`src/rtl/dma_seq_pkg.sv`:
```
package dma_seq_pkg;
  typedef enum logic [1:0] {
    BE_NONE = 2'b00,
    BE_LOW  = 2'b01,
    BE_HIGH = 2'b10,
    BE_BOTH = 2'b11
  } byte_en_e;
endpackage

```
`src/rtl/dma_addr_map.sv`:
```
module dma_addr_map
  import dma_seq_pkg::*;
#(
  parameter int PAGE_W = 8,
  parameter int ADDR_W = 16,
  localparam int PHYS_W = PAGE_W + ADDR_W
) (
  input  logic              word_mode,
  input  logic [PAGE_W-1:0] page,
  input  logic [ADDR_W-1:0] cur_addr,
  output logic [PHYS_W-1:0] phys,
  output logic [1:0]        be
);
  logic [PHYS_W-1:0] phys_byte;
  logic [PHYS_W-1:0] phys_word;

  // byte: page sits directly above the address, no adder anywhere
  assign phys_byte = {page, cur_addr};
  // word: mapping moves up one bit, lowest page bit dropped
  assign phys_word = {page[PAGE_W-1:1], cur_addr, 1'b0};

  always_comb begin
    if (word_mode) begin
      phys = phys_word;
      be   = BE_BOTH;
    end else begin
      phys = phys_byte;
      be   = phys_byte[0] ? BE_HIGH : BE_LOW;
    end
  end
endmodule

```
`src/rtl/dma_cur_regs.sv`:
```
module dma_cur_regs #(
  parameter int ADDR_W = 16
) (
  input  logic              clk,
  input  logic              rst,
  input  logic              load,
  input  logic              step,
  input  logic              autoinit,
  input  logic [ADDR_W-1:0] base_addr,
  input  logic [ADDR_W-1:0] base_cnt,
  output logic [ADDR_W-1:0] cur_addr,
  output logic [ADDR_W-1:0] cur_cnt,
  output logic              masked,
  output logic              at_end
);
  assign at_end = (cur_cnt == '0);

  always_ff @(posedge clk) begin
    if (rst) begin
      cur_addr <= '0;
      cur_cnt  <= '0;
      masked   <= 1'b1;
    end else if (load) begin
      cur_addr <= base_addr;
      cur_cnt  <= base_cnt;
      masked   <= 1'b0;
    end else if (step) begin
      if (at_end && autoinit) begin
        cur_addr <= base_addr;
        cur_cnt  <= base_cnt;
      end else begin
        cur_addr <= cur_addr + 1'b1;
        cur_cnt  <= cur_cnt - 1'b1;
        if (at_end) masked <= 1'b1;
      end
    end
  end
endmodule

```
`src/rtl/dma_residue.sv`:
```
module dma_residue #(
  parameter int ADDR_W = 16,
  localparam int RES_W = ADDR_W + 1
) (
  input  logic              word_mode,
  input  logic [ADDR_W-1:0] cur_cnt,
  output logic [RES_W-1:0]  residue
);
  logic [ADDR_W-1:0] left;
  assign left    = cur_cnt + 1'b1;
  assign residue = word_mode ? {left, 1'b0} : {1'b0, left};
endmodule

```
`src/rtl/dma_xfer_seq.sv`:
```
module dma_xfer_seq #(
  parameter int PAGE_W = 8,
  parameter int ADDR_W = 16,
  localparam int PHYS_W = PAGE_W + ADDR_W,
  localparam int RES_W = ADDR_W + 1
) (
  input  logic              clk,
  input  logic              rst,
  input  logic              load_i,
  input  logic              xfer_i,
  input  logic              word_mode_i,
  input  logic              autoinit_i,
  input  logic [PAGE_W-1:0] page_i,
  input  logic [ADDR_W-1:0] base_addr_i,
  input  logic [ADDR_W-1:0] base_cnt_i,
  output logic [PHYS_W-1:0] phys_addr_o,
  output logic [1:0]        be_o,
  output logic              tc_o,
  output logic              mask_o,
  output logic [RES_W-1:0]  residue_o
);
  logic [ADDR_W-1:0] cur_addr;
  logic [ADDR_W-1:0] cur_cnt;
  logic              masked;
  logic              at_end;
  logic              step;
  logic [PHYS_W-1:0] phys_nxt;
  logic [1:0]        be_nxt;

  // load has priority; masked channel ignores strobes
  assign step = xfer_i && !load_i && !masked;

  dma_cur_regs #(.ADDR_W(ADDR_W)) regs_i (
    .clk(clk), .rst(rst), .load(load_i), .step(step), .autoinit(autoinit_i),
    .base_addr(base_addr_i), .base_cnt(base_cnt_i),
    .cur_addr(cur_addr), .cur_cnt(cur_cnt), .masked(masked), .at_end(at_end)
  );

  dma_addr_map #(.PAGE_W(PAGE_W), .ADDR_W(ADDR_W)) map_i (
    .word_mode(word_mode_i), .page(page_i), .cur_addr(cur_addr),
    .phys(phys_nxt), .be(be_nxt)
  );

  dma_residue #(.ADDR_W(ADDR_W)) res_i (
    .word_mode(word_mode_i), .cur_cnt(cur_cnt), .residue(residue_o)
  );

  always_ff @(posedge clk) begin
    if (rst) begin
      phys_addr_o <= '0;
      be_o        <= '0;
      tc_o        <= 1'b0;
    end else begin
      be_o <= step ? be_nxt : 2'b00;
      tc_o <= step && at_end;
      if (step) phys_addr_o <= phys_nxt;
    end
  end

  assign mask_o = masked;
endmodule

```
`config.mk`:
```
export PLATFORM = sky130hd
export DESIGN_NAME = dma_xfer_seq
export DESIGN_NICKNAME = d
export VERILOG_FILES = /design/src/rtl/dma_seq_pkg.sv /design/src/rtl/dma_addr_map.sv /design/src/rtl/dma_cur_regs.sv /design/src/rtl/dma_residue.sv /design/src/rtl/dma_xfer_seq.sv
export SDC_FILE = /design/constraint.sdc
export NUM_CORES = 1
export LEC_CHECK = 0
export ABC_AREA = 1
export ABC_CLOCK_PERIOD_IN_PS = 2029
export BUFFER_PORTS_ARGS = -buffer_cell sky130_fd_sc_hd__clkbuf_2
export CORE_UTILIZATION = 56
export DETAILED_ROUTE_END_ITERATION = 6
export GPL_TIMING_DRIVEN = 0
export PLACE_DENSITY = 0.81
export SKIP_LAST_GASP = 1
export SLEW_MARGIN = 20
export SYNTH_ARGS = -nofsm -noshare
export SYNTH_HDL_FRONTEND = slang
export SYNTH_HIERARCHICAL = 1
export SYNTH_SLANG_ARGS = --single-unit
```
`constraint.sdc`:
```
create_clock -name clk -period 2.03 [get_ports clk]
set_input_delay 0 -clock clk [delete_from_list [all_inputs] [get_ports clk]]
set_output_delay 0 -clock clk [all_outputs]
set_load 0.02 [all_outputs]
```
==> summary.md <==
| Metric | Value |
|---|---|
| Post-Syn Instances | 725 |
| WHS Path Cells | 5 |
| Clock share of power | 36.6% |
| Commonest cells after routing, fill and taps aside | 247 x nand2_1, 96 x nor2_1, 91 x inv_1, 83 x clkbuf_2, 58 x dfxtp_1 |
| Clock Tree Buf Depth | 2 |
| Leak | ~2.8 nW |
| Port buffer count | 83 |
| Pin count of the biggest net entering global routing | 12 |
| Relative slew margins | a little over half |
| Max cap viols | 0 |
| Post-Synth Adder-Cell Area | 1.148% |
| Most used cell, CP | nand2_1 |
| Grt ovf | 0 |
| Syn Nets | 775 |
| Tot Pwr | 3.607 mW |
| CTS tree | yes |
| Status | finished clean |
| CP Cell Sequence | ha_1 -> nand3_1 -> nor2_2 -> nand2_1 -> nor2_1 -> xor2_1 -> nand2_1 -> nand2_1 -> nand2_1 -> inv_1 |
| Final min period | ~1.9 ns |
| Skew-Pair Late Insertion Delay | between 0.3 and 0.4 ns |
| CP top delay family | simple AND/OR/NAND/NOR gates |
| Comb pwr share | about a quarter |
| Worst Setup Path Type | flip-flop to flip-flop |
| Fin worst setup slack | approximately 0.13 ns |
| TritonRoute pass-1 iters | 5 |
| Seq/Total Area, Yosys | 27.55% |
| CTS Root Cell | clkbuf_8 |
| Largest stage delay on the critical path | 0.48 ns |
| Height of the die | 90.23 um |
| Htree depth | 3 |
| RD Place Congestion | roughly 0.94 |
| Post-route cell area | around 5500 um2 |
| Worst hold-check path type | input pin to flip-flop |
| Hold WS | 0.008778 ns |
| CTS buffer count | 9 |
| DR DRC count | 0 |
| #FFs+latches synth | 60 |
| P_int | 2.437 mW |
| Detail Route Antenna Nets | 0 |
| Vias in the first global route | ~4500 |
| Required time of the critical path | between 2 and 2.5 ns |
| Iter 0 DRT Violations | 207 |
| R2R cell count | 10 |
| # IOs | 91 |
| Finish-stage setup viols | 0 |
| Hold Fails Final Rpt | 0 |
| CP endpoint kind | flip-flop |
| Std cell rows | 31 |
| Post-Place Cell Area | 4898 um2 |
| Power per cell area | 655.1 nW/um2 |
| Complex-gate fraction of the synthesized area | 10.73% |
| Syn_area_per_cell | 6.013 um2 |
| Total GRT Usage | 30.44% |
| Seq pwr share | 38.5% |
| Mux cell area share after synthesis | 0% |
| Routed WL per cell | 12.59 um |
| Post-Place Worst Slack | 0.02399 ns |
| Post-synthesis cell area | 4359 um2 |
| Xor/xnor share of the synthesized area | 4.822% |
| Worst path depth | 10 |
| Ys flop type | dfxtp_1 |
| Worst Tran Pin Value | roughly 0.68 ns |
| Bufs and invs on worst path | 1 |
| Slowest CP cell | dfxtp_1 |
| NumNets Final | 904 |
| Pins over their slew limit | 0 |
| Worst VDD drop | 0.0003590 V |
| Clock skew | 0.008683 ns |
| Post-synth ARST share | 0% |
| Initial antenna violation count | 0 |
| First-pass GRT wire length | 20020 um |
| Crit start category | flip-flop |
| Post-DR vias/cell | 5.113 |
| Core footprint | 7370 um2 |
| Die Area | 8141 um2 |
| Die W | 90.23 um |
| P&R area growth vs syn | 26.29% |
| Final WL | roughly 12000 um |
| EDFF count, synth | 0 |
| Post-route clock period utilization | 93.57% |
| Sw frac | 32.43% |
| Max Freq | 526.5 MHz |
| Synth cell types | 33 |
| Simple-gate share of the synthesized area | 41.07% |
| Ys Warns | 6 |
| Share of cells above drive strength 1 | about a fifth |
| CP max FO | 6 |
| Routed via count | 4898 |
| Starting Density | about three fifths |
| Sink Count | 60 |
| ANT cells | 0 |
| Crit path arrival time | 2.19 ns |
| Dpl hpwl | 8601 um |
| Clock transition at the registers of the reported paths | 0.07 ns |
| Largest family of logic cells by synthesized area | simple AND/OR/NAND/NOR gates |
| Most common cell after layout, fill and taps aside | nand2_1 |
| Switch Pwr | 1.169 mW |
-- what timing repair did --
item | CTS | global route
resized for setup | 0 | 8
endpoints found under the hold margin | 35 | 0
setup buffers | 0 | 2
setup endpoints to repair | 0 | 42
hold buffers | 33 | 0
-- power by group through the flow --
stage	registers (mW)	logic (mW)	clock network [mW]
floorplan	1.40	0.591	0
global placement	1.41	0.807	0
detailed placement	1.41	0.825	0
CTS	1.38	0.881	1.34
global route	1.40	0.994	1.40
finish	1.39	0.899	1.32
-- worst register-to-register path: stages, from the launching register on --
cell and delay, ns:
dfxtp_1 0.48, ha_1 0.28, nand3_1 0.14, nor2_2 0.24, nand2_1 0.14, nor2_1 0.17, xor2_1 0.18, nand2_1 0.07
nand2_1 0.07, nand2_1 0.05, inv_1 0.05
-- path summary, 6_finish.rpt --
check	start	endpoint	slack (ns)
worst max register to register	regs_i/cur_addr[0]	regs_i/cur_addr[10]	0.13
worst min register to register	phys_addr_o[6]	phys_addr_o[6]	0.52
worst max-delay path	regs_i/cur_addr[0]	regs_i/cur_addr[10]	0.13
worst min-delay path	base_addr_i[15]	regs_i/cur_addr[15]	0.009
-- synthesized netlist by cell type (8+ instances only) --
| cell type | count | share of area, % |
|---|---|---|
| buf_4 | 8 | 1.4 |
| o21ai_0 | 28 | 3.2 |
| inv_1 | 91 | 7.8 |
| xor2_1 | 18 | 3.6 |
| clkbuf_1 | 8 | 0.69 |
| dfxtp_1 | 60 | 28 |
| nor2_1 | 98 | 8.4 |
| nand3_1 | 37 | 4.2 |
| nand4_1 | 12 | 1.7 |
| a21oi_1 | 34 | 3.9 |
| o21ai_1 | 16 | 1.8 |
| nand2_1 | 247 | 21 |
| nor2_2 | 11 | 1.6 |
-- registers in the layout, summed over array words and instances (netlist names) --
name / flops
phys_addr_o: 24
tc_o: 1
regs_i/cur_addr: 16
be_o: 2
regs_i/cur_cnt: 16
regs_i/masked: 1
-- cell type report --
type / instances / area [um2]
Timing Repair Buffer: 118 / 760.7
Clock inverter: 6 / 111.4
Sequential cell: 60 / 1206
Multi-Input combinational cell: 535 / 2536
Fill cell: 632 / 1864
Buffer: 33 / 267.8
Clock buffer: 10 / 127.6
Inverter: 97 / 371.6
Tap cell: 99 / 123.9
-- routing by layer --
layer	track usage [%]	up-vias	part of all wire (%)	wire length (um)
met5	0	-	0	0
met3	3.299	24	4.5	545
met1	34.12	2224	42	5041
met4	14.92	0	2.7	323
li1	-	2488	-	-
met2	56.74	162	51	6152
-- per-stage QoR --
stage          utilization, %   TNS, ns  cells
4_1_cts                 74.19         0    956
5_1_grt                 74.70  -0.03677    958
3_5_place_dp            66.47         0    907
2_1_floorplan               -         0    725
6_report                74.70         0    958
3_3_place_gp            66.47         0    907
-- cell families after synthesis --
kind of cell,after synthesis
buffers and inverters,130
adders and majority gates,4
AOI/OAI and AO/OA,85
and+or+nand+nor,422
xor gates and xnor gates,24
DFF,60
(Power assumes the default switching activity.)
